## src/rtl/rdpf_pkg.sv

```systemverilog
package rdpf_pkg;

   typedef enum logic [1:0] {
      FS_IDLE = 2'd0,
      FS_REQ  = 2'd1,
      FS_DATA = 2'd2
   } fill_state_e;

endpackage

```

## src/rtl/rdpf_line.sv

```systemverilog
module rdpf_line #(
   parameter int AW    = 16,
   parameter int DW    = 32,
   parameter int BURST = 4
) (
   input  logic                        clk,
   input  logic                        rst_n,
   input  logic [AW-1:0]               look_addr,
   input  logic                        fill_start,
   input  logic [AW-$clog2(BURST)-1:0] fill_tag,
   input  logic                        fill_we,
   input  logic [$clog2(BURST)-1:0]    fill_idx,
   input  logic [DW-1:0]               fill_data,
   input  logic                        inv_en,
   input  logic [AW-1:0]               inv_addr,
   output logic                        hit,
   output logic [DW-1:0]               rd_data
);
   localparam int OFFW = $clog2(BURST);
   localparam int TW   = AW - OFFW;

   logic [TW-1:0]    tag_q;
   logic [BURST-1:0] vld_q;
   logic [DW-1:0]    words_q [BURST];

   logic [OFFW-1:0] look_off;
   logic [OFFW-1:0] inv_off;
   logic            inv_match;

   assign look_off  = look_addr[OFFW-1:0];
   assign inv_off   = inv_addr[OFFW-1:0];
   assign inv_match = inv_en && (inv_addr[AW-1:OFFW] == tag_q);

   assign hit     = (look_addr[AW-1:OFFW] == tag_q) && vld_q[look_off];
   assign rd_data = words_q[look_off];

   always_ff @(posedge clk) begin
      if (!rst_n) begin
         tag_q <= '0;
         vld_q <= '0;
      end else if (fill_start) begin
         tag_q <= fill_tag;
         vld_q <= '0;
      end else begin
         if (fill_we)   vld_q[fill_idx] <= 1'b1;
         if (inv_match) vld_q[inv_off]  <= 1'b0;
      end
   end

   always_ff @(posedge clk) begin
      if (fill_we) words_q[fill_idx] <= fill_data;
   end

endmodule

```

## src/rtl/rdpf_fill_ctl.sv

```systemverilog
module rdpf_fill_ctl
   import rdpf_pkg::*;
#(
   parameter int BURST = 4
) (
   input  logic                     clk,
   input  logic                     rst_n,
   input  logic                     start,
   input  logic                     mem_ack,
   input  logic                     mem_rvalid,
   output logic                     mem_req,
   output logic                     busy,
   output logic                     beat_we,
   output logic [$clog2(BURST)-1:0] beat_idx
);
   localparam int OFFW = $clog2(BURST);
   localparam logic [OFFW-1:0] LAST_BEAT = OFFW'(BURST - 1);

   fill_state_e     state_q;
   logic [OFFW-1:0] beat_q;

   always_ff @(posedge clk) begin
      if (!rst_n) begin
         state_q <= FS_IDLE;
         beat_q  <= '0;
      end else begin
         unique case (state_q)
            FS_IDLE: if (start) state_q <= FS_REQ;
            FS_REQ: if (mem_ack) begin
               state_q <= FS_DATA;
               beat_q  <= '0;
            end
            FS_DATA: if (mem_rvalid) begin
               beat_q <= beat_q + 1'b1;
               if (beat_q == LAST_BEAT) state_q <= FS_IDLE;
            end
            default: state_q <= FS_IDLE;
         endcase
      end
   end

   assign mem_req  = (state_q == FS_REQ);
   assign busy     = (state_q != FS_IDLE);
   assign beat_we  = (state_q == FS_DATA) && mem_rvalid;
   assign beat_idx = beat_q;

endmodule

```

## src/rtl/rdpf_buffer.sv

```systemverilog
module rdpf_buffer #(
   parameter int AW    = 16,
   parameter int DW    = 32,
   parameter int BURST = 4,
   parameter int LINES = 2
) (
   input  logic          clk,
   input  logic          rst_n,
   input  logic          req_valid,
   input  logic          req_write,
   input  logic [AW-1:0] req_addr,
   output logic          req_ready,
   output logic          rsp_valid,
   output logic [DW-1:0] rsp_data,
   output logic          mem_req,
   output logic [AW-1:0] mem_addr,
   input  logic          mem_ack,
   input  logic          mem_rvalid,
   input  logic [DW-1:0] mem_rdata
);
   localparam int OFFW = $clog2(BURST);
   localparam int TW   = AW - OFFW;
   localparam int PW   = (LINES > 1) ? $clog2(LINES) : 1;

   generate
      if (BURST < 2 || (BURST & (BURST - 1)) != 0) begin : g_bad_burst
         $error("rdpf_buffer: BURST must be a power of two >= 2");
      end
      if (LINES < 2) begin : g_bad_lines
         $error("rdpf_buffer: LINES must be at least 2");
      end
      if (AW <= OFFW) begin : g_bad_aw
         $error("rdpf_buffer: AW must exceed log2(BURST)");
      end
   endgenerate

   logic            busy;
   logic            beat_we;
   logic [OFFW-1:0] beat_idx;

   logic [LINES-1:0] hit_vec;
   logic [DW-1:0]    line_data [LINES];
   logic             hit_any;
   logic [DW-1:0]    hit_word;

   logic            accept, rd_hit, rd_miss, wr_inv;
   logic [PW-1:0]   ptr_q, tgt_q;
   logic [TW-1:0]   tag_q;
   logic [OFFW-1:0] off_q;
   logic            hit_q;
   logic [DW-1:0]   hit_data_q;
   logic            fwd;

   assign req_ready = !busy;
   assign accept    = req_valid && req_ready;
   assign rd_hit    = accept && !req_write && hit_any;
   assign rd_miss   = accept && !req_write && !hit_any;
   assign wr_inv    = accept && req_write;

   genvar gi;
   generate
      for (gi = 0; gi < LINES; gi++) begin : g_line
         rdpf_line #(.AW(AW), .DW(DW), .BURST(BURST)) u_line (
            .clk        (clk),
            .rst_n      (rst_n),
            .look_addr  (req_addr),
            .fill_start (rd_miss && (ptr_q == PW'(gi))),
            .fill_tag   (req_addr[AW-1:OFFW]),
            .fill_we    (beat_we && (tgt_q == PW'(gi))),
            .fill_idx   (beat_idx),
            .fill_data  (mem_rdata),
            .inv_en     (wr_inv),
            .inv_addr   (req_addr),
            .hit        (hit_vec[gi]),
            .rd_data    (line_data[gi])
         );
      end
   endgenerate

   always_comb begin
      hit_word = '0;
      for (int i = LINES - 1; i >= 0; i--) begin
         if (hit_vec[i]) hit_word = line_data[i];
      end
   end
   assign hit_any = |hit_vec;

   rdpf_fill_ctl #(.BURST(BURST)) u_fill (
      .clk        (clk),
      .rst_n      (rst_n),
      .start      (rd_miss),
      .mem_ack    (mem_ack),
      .mem_rvalid (mem_rvalid),
      .mem_req    (mem_req),
      .busy       (busy),
      .beat_we    (beat_we),
      .beat_idx   (beat_idx)
   );

   always_ff @(posedge clk) begin
      if (!rst_n) begin
         ptr_q      <= '0;
         tgt_q      <= '0;
         tag_q      <= '0;
         off_q      <= '0;
         hit_q      <= 1'b0;
         hit_data_q <= '0;
      end else begin
         hit_q <= rd_hit;
         if (rd_hit) hit_data_q <= hit_word;
         if (rd_miss) begin
            tgt_q <= ptr_q;
            tag_q <= req_addr[AW-1:OFFW];
            off_q <= req_addr[OFFW-1:0];
            ptr_q <= (ptr_q == PW'(LINES - 1)) ? '0 : ptr_q + 1'b1;
         end
      end
   end

   assign fwd       = beat_we && (beat_idx == off_q);
   assign rsp_valid = hit_q || fwd;
   assign rsp_data  = fwd ? mem_rdata : hit_data_q;
   assign mem_addr  = {tag_q, {OFFW{1'b0}}};

endmodule

```

## config.mk

```make
export PLATFORM = sky130hd
export DESIGN_NAME = rdpf_buffer
export DESIGN_NICKNAME = d
export VERILOG_FILES = /design/src/rtl/rdpf_pkg.sv /design/src/rtl/rdpf_line.sv /design/src/rtl/rdpf_fill_ctl.sv /design/src/rtl/rdpf_buffer.sv
export SDC_FILE = /design/constraint.sdc
export NUM_CORES = 1
export LEC_CHECK = 0
export BUFFER_PORTS_ARGS = -buffer_cell sky130_fd_sc_hd__clkbuf_2
export CAP_MARGIN = 20
export CORE_ASPECT_RATIO = 0.75
export CORE_MARGIN = 1.5
export CORE_UTILIZATION = 40
export CTS_BUF_LIST = sky130_fd_sc_hd__clkbuf_4 sky130_fd_sc_hd__clkbuf_8 sky130_fd_sc_hd__clkbuf_16
export DETAILED_ROUTE_END_ITERATION = 16
export GPL_TIMING_DRIVEN = 0
export HOLD_SLACK_MARGIN = 0.08
export PLACE_DENSITY = 0.57
export SLEW_MARGIN = 20
export SYNTH_ARGS = -nofsm -noshare
export SYNTH_HDL_FRONTEND = slang
export SYNTH_SLANG_ARGS = --single-unit
```

## constraint.sdc

```tcl
create_clock -name clk -period 4.2 [get_ports clk]
set_input_delay 0.84 -clock clk [delete_from_list [all_inputs] [get_ports clk]]
set_output_delay 0.84 -clock clk [all_outputs]
set_load 0.05 [all_outputs]
```

# Yosys cells after proc, flatten, opt, wreduce, memory -nomap -nowiden
# Memory sizes are Yosys's and may differ from the RTL's.
# Cells that the tools add are included.
# word_totals
ff_bits	91
mem_bits_rw	256
output_inout_bits	51
n_memories	2
# mem_list
name	depth	word_bits	rd	rd_clocked_by_memory_dff	wr	line	text
g_line[0].u_line.words_q	4	32	1	0	1	rdpf_line.sv:24	logic [DW-1:0] words_q [BURST];
g_line[1].u_line.words_q	4	32	1	0	1	rdpf_line.sv:24	
# op_classes
n_reduce_logical	29
eq_ne	10
add_sub_neg	2
mux	32
n_bitwise	8
n_lt_le_gt_ge	4
# ops
operator	count
two-way mux 32 bit	3
two-way mux 4 bit	8
== test 14 bit	2
logical AND 1 bit	17
two-way mux 2 bit	6
two-way mux 1 bit	9
bitwise AND 4 bit	2
bitwise OR 4 bit	2
< comparator 2 x 3 -> 1 bit (second input constant)	2
one-hot mux 2 bit (3 select lines)	1
OR reduction 2 bit	3
binary-select mux 1 bit (select 2 bit)	2
demux 1 bit (select 2 bit)	2
== test 2 bit (second input constant)	2
>= comparator 2 x 1 -> 1 bit (second input constant)	2
inequality test 2 x 1 -> 1 bit (second input constant)	2
inequality test 2 bit (second input constant)	2
inverter 4 bit	1
one-hot mux 2 bit (2 select lines)	1
AND reduction 4 bit	1
nonzero test 2 bit	2
zero test 1 bit	3
inverter 1 bit	3
AND reduction 3 bit	1
other kinds (6)	6

# Depth between registers and ports, before layout
# Gate-level depths: netlist of run 1.
# logic_depth
word_depth	11
ltp_mapped	9
depth_no_buf	6

# Cells and area by module
# Synthesis of run 1 repeated with hierarchy kept, for this count alone.
# hier_totals
hier_cells	866
hier_area_um2	14166.1
# modules_own_cells
mod	instances	area_each_um2	cells_each
rdpf_line at g_line[0].u_line	1	5680.4	278
rdpf_line at g_line[1].u_line	1	5679.2	279
rdpf_buffer	1	2618.8	288
rdpf_fill_ctl	1	187.7	21

# Worst setup path before layout of run 1
# OpenSTA, ideal clock, no wires.
# synth_timing
kind	input to output
startpoint	in mem_rvalid
endpoint	out rsp_data[10]
setup_slack_ps	959
n_path_buf	1
cell_stages	5
arrival_time_ps	2401
path_cell_list	nor2b_1 -> nand2_1 -> nor3_1 -> buf_2 -> mux2_2
# synth_between
elab_chain_len	3
# synth_lines
item	line	text
start, declared	rdpf_buffer.sv:18	input logic mem_rvalid,
logical AND 1 bit	rdpf_fill_ctl.sv:44	assign beat_we = (state_q == FS_DATA) && mem_rvalid;
logical AND 1 bit	rdpf_buffer.sv:120	assign fwd = beat_we && (beat_idx == off_q);
two-way mux 32 bit	rdpf_buffer.sv:122	assign rsp_data = fwd ? mem_rdata : hit_data_q;
end, declared	rdpf_buffer.sv:14	output logic [DW-1:0] rsp_data,
# Every way passes these cells.

# Worst setup path after layout of run 1
# layout_timing
startpoint	in mem_rvalid
endpoint	out rsp_data[18]
# Same word-level chain as after synthesis.

==> results.md, run 1 <==
- Status: completed
- Setup slack, reg-to-reg: 1430 ps
- Gr busiest metal: met1
- Met3 Use GR: 4.19%
- CP arrival: around 3100 ps
- CTS Buf Count: 36
- Min-Delay Path Class: reg -> reg
- N_diodes: 0
- Worst Setup SP: mem_rvalid
- Grt met1 use: 29.8%
- CTS Hold Buffers Added: 0
- Vias in the first global route: 7939
- Register-to-Register Path Depth: 7
- H-tree depth: 2
- Reg2reg start: g_line[0].u_line.tag_q[4]
- Endpoint class of the critical path: primary output
- Total track usage: 19.8%
- CTS tree: built
- Crit path buf inv count: 3
- Max-slew violations: 0
- Core area: 0.0337 mm²
- Area of the mapped netlist: 0.0138 mm²
- First DRT Iteration DRCs: roughly 700
- Most common cell type on the critical path: clkbuf_2
- Fmax: 0.252 GHz
- Post-synthesis sequential area ratio: around 69%
- Critical path depth: 7
- EDFF count, synth: 256
- GP Congestion: 0.753
- Layout cells sized above 1: 30.3%
- Worst endpoint required time: 3360 ps
- Synthesized netlist cell count: 847
- Die X-Extent: 218 µm
- Met2 GRT Util: 29.3%
- Final Skew: between 20 and 25 ps
- R2r endpoint: hit_data_q[14]
- DP Worst Slack: roughly 33 ps
- Worst setup margin: 239 ps
- Fillers: 2900
- RSZ-0062 raised after global routing: no
- # nets final: 1051
- Starting Density: 40.9%
- Worst Setup EP: rsp_data[18]
- Crit Path Class: in -> out
- Post-route antenna net violation count: 0
- Crit-path max FO: 10
- HPWL after DPL: between 20 and 25 mm
- Worst vdd ir: about 0.24 mV
- DRT Pass-1 Iters: 5
- Via density: 5.43
- Synth unique cells: 48
- Grt total ovfl: 0
- Clk root buf: clkbuf_16
- # rows: 58
- PortBufs: 100
- Pin count of the biggest net entering global routing: 34
- CP max stage cell: buf_2
- Area grow syn2layout: 17.4%
- Final min period: 3960 ps
- Sink Count: roughly 350
- Avg Cell Area, Syn: 16.3 µm²
- Ys flop type: edfxtp_1
- # setup viols final: 0
- CP Cell Sequence: clkbuf_2 > nor2b_1 > nand2_1 > nor3_4 > buf_2 > mux2_2 > clkbuf_2
- Tcrit/Tclk final: between 90% and 100%
- Max Cap Violations: 0
- Power Dens Cells: 441 mW/mm²
- Drt drc: 0
- Worst skew pair latency: 530 ps
- # IOs: 105
- HP Start: g_line[0].u_line.tag_q[2]
- Die area: 0.0356 mm²
- WL per Instance: 23.5 µm
- Startpoint types: primary input
- Slew margin rel.: 31.9%
- Tot Pwr: just over 7 mW
- WL final: 34.6 mm
- First-pass GRT wire length: ~50 mm
- Placed Cells: 1405
- Final Hold Fails: 0
- Reg clk slew, reported paths: about 60 ps
- Fin cells: about 1500
- Leakage power: 5.56 nW
- Vias: ~8000
- Max stage delay on crit path: 540 ps
- Initial antenna violation count: 2
- Yosys reg bits: 347
- Worst-Margin Slew: 1010 ps
- Bufs on Longest Clock Path: 3
- Synth Warn #: 0
- Worst path top cell family by delay: simple AND/OR/NAND/NOR gates
- Height of the die: 164 µm
- Synth async-reset ratio: 0%
area by class of cell:
cell class	instances	area, µm²	share of cell area [%]
inverter	4	15.0	0.0927
timing repair buffer	107	678	4.19
clock buffer	51	1040	6.45
sequential	347	9510	58.7
tap	450	563	3.48
buffer	54	254	1.57
multi-input combinational	443	4050	25.0
clock inverter	14	83.8	0.517
cell families after synthesis:
group	share of synthesized area, %
AO/OA/AOI/OAI	5.95
XOR/XNOR	1.90
adder cells (fa/ha/maj)	0.363
buffers and inverters	1.95
flip-flops	68.9
multiplexers	16.0
other	0.0272
AND/OR/NAND/NOR	4.97
placed cells by master (no fill, tap or decap), types with 4 or more instances in the layout:
cell,n
clkbuf_16,36
ha_1,4
o21ai_1,6
mux2_2,34
mux4_2,64
o21ai_0,56
a21oi_1,19
xor2_1,30
buf_4,4
inv_1,4
and3_2,4
mux2i_1,38
and2_1,5
clkinv_1,6
nor2_1,20
a211oi_1,6
buf_2,15
dfxtp_1,91
clkbuf_1,28
clkbuf_2,102
buf_16,5
a31oi_1,20
nand3_1,18
o32ai_1,13
clkbuf_4,10
edfxtp_1,256
clkbuf_8,5
nand2_1,68
clkinv_2,4
per-layer routing:
layer / wire length (µm) / share of wire, % / up-vias
li1: - / - / 3591
met1: 16300 / 47 / 4072
met2: 15400 / 44 / 267
met3: 2310 / 6.7 / 47
met4: 584 / 1.7 / 4
met5: 24 / 0.069 / -
metrics by stage:
stage                     area (µm²)  hold WS [ps]  setup TNS [ps]  utilization [%]
after global routing           16200           496               0             48.0
final                          16200           470               0             48.0
after floorplan                13800           446               0                -
after detailed placement       15100           459               0             44.6
after global placement         14900           454           -9960             44.1
after CTS                      16200           471               0             48.0
cells in the mapped netlist (all sizes together), types with 6 or more instances:
library cell,number,area [µm²]
clkbuf,30,115
xor2,30,263
nor2,23,98.8
edfxtp,256,7690
o32ai,14,141
nand3,18,90.1
mux2,34,383
mux4,64,1440
mux2i,38,380
dfxtp,91,1820
and2,9,56.3
o21ai,63,319
a211oi,6,45.0
nor4,6,73.8
buf,24,139
a31oi,20,125
nand2,68,255
a21oi,20,104
repair_timing:
| item | CTS | global route |
|---|---|---|
| gates resized for setup | 0 | 1 |
| setup endpoints to repair | 0 | 14 |
| setup buffers | 0 | 0 |
tightest hold or removal path: stages, from the launching register on:
cell,delay [ps]
dfxtp_1,320
nand2_1,50
mux2i_1,50
registers in the layout (all words and copies together) (netlist names):
name / flops
off_q: 2
u_fill.state_q: 2
hit_data_q: 32
g_line.u_line.words_q: 256
g_line.u_line.tag_q: 28
tgt_q: 1
g_line.u_line.vld_q: 8
tag_q: 14
u_fill.beat_idx: 2
ptr_q: 1
hit_q: 1
worst min path at each step:
stage                                  to  cells past startpoint
2_1_floorplan   g_line[0].u_line.tag_q[0]                      2
3_3_place_gp    g_line[0].u_line.tag_q[4]                      2
3_5_place_dp   g_line[0].u_line.tag_q[12]                      2
4_1_cts         g_line[0].u_line.tag_q[2]                      2
5_1_grt         g_line[0].u_line.tag_q[0]                      2
6_report        g_line[0].u_line.tag_q[2]                      2
power by group:
part	internal [mW]	total (mW)	switching [mW]	leakage [nW]
registers	3.70	3.71	0.0137	3.04
logic	0.132	0.389	0.257	1.96
clock network	1.74	3.04	1.30	0.567
Power figures use the tool's default switching activity.
==> run 2: changes to the inputs <==
--- a/config.mk
+++ b/config.mk
@@ -14,7 +14,7 @@
 export DETAILED_ROUTE_END_ITERATION = 16
 export GPL_TIMING_DRIVEN = 0
 export HOLD_SLACK_MARGIN = 0.08
-export PLACE_DENSITY = 0.57
+export PLACE_DENSITY = 0.59
 export SLEW_MARGIN = 20
 export SYNTH_ARGS = -nofsm -noshare
 export SYNTH_HDL_FRONTEND = slang
==> constraint.sdc (replaced) <==
create_clock -name clk -period 3.4 [get_ports clk]
set_input_delay 0.68 -clock clk [delete_from_list [all_inputs] [get_ports clk]]
set_output_delay 0.68 -clock clk [all_outputs]
set_load 0.05 [all_outputs]
==> results.md, run 2 (synthesized netlist as in run 1, its figures left out) <==
- Status: completed
- Height of the die: 164 µm (unchanged)
- WL per Instance: 23.0 µm (-2.2%)
- FF+latch area: 0.00951 mm² (unchanged)
- RSZ-0062 raised after global routing: no
- Core Util, Final: 48.6% (+0.61 points)
- Max FFs per register: 256 (unchanged)
- Min-Delay Path Class: in -> reg
- Startpoint types: flip-flop
- Grt met1 use: 28.8% (-0.96 points)
- # rows: 58 (unchanged)
- Post-route antenna net violation count: 0 (unchanged)
- PortBufs: 100 (unchanged)
- CTS Buf Count: 36 (unchanged)
- R2r endpoint: hit_data_q[8]
- Initial antenna violation count: 1 (-1)
- First DRT Iteration DRCs: 701 (-0.43%)
- CTS tree: built
- Multi-input gate area: 0.00406 mm² (about the same)
- Bufs on Longest Clock Path: 3 (unchanged)
- Crit Path Class: reg -> out
- Area after DPL: 0.0151 mm² (about the same)
- First-pass GRT wire length: 50.4 mm (-1.9%)
- Layout cells sized above 1: 31.2% (+0.89 points)
- Final Skew: 21.5 ps (-0.277 ps)
- Total track usage: 19.4% (-0.48 points)
- Largest registers: g_line.u_line.words_q (256), hit_data_q (32), g_line.u_line.tag_q (28)
- Endpoint class of the critical path: primary output
- Tcrit/Tclk final: 95.6%
- Setup slack, reg-to-reg: 590 ps (-840 ps)
- Most flops, register: g_line.u_line.words_q
- Reg2reg start: g_line[0].u_line.tag_q[12]
- # setup viols final: 0 (unchanged)
- Slew margin rel.: 37.7% (+5.8 points)
- Via density: 5.45 (+0.30%)
- Met3 Use GR: 3.72% (-0.46 points)
- Worst endpoint required time: 2720 ps (-640 ps)
- Met2 GRT Util: 28.8% (-0.49 points)
- Core area: 0.0337 mm² (unchanged)
- Sink Count: 347 (unchanged)
- Hold path depth: 1 (-1)
- Area grow syn2layout: 18.8%
- H-tree depth: 2 (unchanged)
- Worst skew pair latency: 530 ps (about the same)
- Most frequent cells in the layout: edfxtp_1 (256), clkbuf_2 (102), dfxtp_1 (91)
- Gr busiest metal: met1
- Vias: 8027 (+0.58%)
- Most common cell after layout, fill and taps aside: edfxtp_1
- Vias in the first global route: 7821 (-1.5%)
- HPWL after DPL: 22.4 mm (-0.56%)
- Post-route cell area: 0.0164 mm² (+1.3%)
- Worst vdd ir: 0.393 mV (+66%)
- DRT Pass-1 Iters: 7 (+2)
- Fmax: 0.308 GHz
- Sink of the worst hold path: g_line[1].u_line.words_q[2][24]
- Starting Density: 40.9% (unchanged)
- Grt total ovfl: 0 (unchanged)
- Die X-Extent: 218 µm (unchanged)
- WL final: 33.9 mm (-1.9%)
- Worst-Margin Slew: 935 ps (-73.1 ps)
- Final min period: 3250 ps
- Max-slew violations: 0 (unchanged)
- GP Congestion: 0.777 (+3.2%)
- Power Dens Cells: 569 mW/mm² (+29%)
- Clk root buf: clkbuf_16
- Pin count of the biggest net entering global routing: 23 (-32%)
- HP Start: mem_rdata[24]
- CP arrival: 2570 ps (-550 ps)
- Drt drc: 0 (unchanged)
- DP Worst Slack: -464 ps (-497 ps)
- Reg clk slew, reported paths: 60 ps (about the same)
- Final Hold Fails: 0 (unchanged)
- Die area: 0.0356 mm² (unchanged)
- Crit-path max FO: 10 (unchanged)
- Register-to-Register Path Depth: 7 (unchanged)
- Max Cap Violations: 0 (unchanged)
- Fillers: 2857 (-1.5%)
- Worst setup margin: 149 ps (-90.3 ps)
- # nets final: 1053 (+0.19%)
- # IOs: 105 (unchanged)
- Leakage power: 5.66 nW (+1.8%)
run 2: cell types whose count changed in the layout (fill, tap and decap cells not counted), sizes merged:
cell	change
clkinv	-3
bufinv	+5
inv	-1
diode	+1
clkbuf	-1
buf	+3
run 2: final cells by class:
type	count	share of cell area, %
Timing Repair Buffer	111	4.30
Sequential cell	347	58.0
Clock inverter	15	1.30
Multi-Input combinational cell	443	24.7
Antenna cell	1	0.0153
Inverter	4	0.0915
Clock buffer	51	6.66
Tap cell	450	3.43
Buffer	52	1.53
run 2: power breakdown:
part / internal [mW] / switching (mW) / total (mW) / leakage (nW)
clock network: 2.63 / 1.63 / 4.27 / 0.653
registers: 4.57 / 0.0187 / 4.59 / 3.04
logic: 0.165 / 0.314 / 0.479 / 1.97
run 2: worst max-delay path: stages (launching register included):
cell      delay [ps]
dfxtp_1          370
nor2b_2          220
nand2_1          150
nor3_4           170
buf_4            200
buf_4            310
mux2_2           400
clkbuf_2         240
run 2: worst max path at each step:
| stage | from | to | slack, ps | depth (start not counted) |
|---|---|---|---|---|
| final | u_fill.state_q[0] | rsp_data[19] | 150 | 7 |
| after global routing | u_fill.state_q[0] | rsp_data[18] | 60 | 7 |
| after CTS | u_fill.state_q[1] | rsp_data[26] | 50 | 7 |
| after detailed placement | mem_rvalid | rsp_data[18] | -460 | 7 |
| after global placement | mem_rvalid | rsp_data[12] | -940 | 7 |
| after floorplan | mem_rvalid | rsp_data[10] | 480 | 5 |
run 2: timing repair:
action                                  4_1_cts  5_1_grt
hold buffers                                  0        0
endpoints found under the hold margin         0        0
gates resized for setup                       3        1
pin swaps                                     1        0
endpoints found under the setup margin       33       29
buffers inserted                              3        0
run 2: metal layers:
metal / part of all wire, % / wire (µm)
met5: 0 / 0
met4: 1.8 / 623
met3: 6.6 / 2250
met2: 45 / 15200
met1: 47 / 15900
run 2: through the flow:
stage | power [mW] | setup TNS [ps] | instances | hold slack (ps)
finish | 9.33 | 0 | 1474 | 452
global route | 9.61 | 0 | 1473 | 463
CTS | 9.41 | 0 | 1475 | 433
detailed placement | 5.16 | -11410 | 1406 | 462
global placement | 5.15 | -47600 | 1398 | 454
floorplan | 4.97 | 0 | 848 | 446
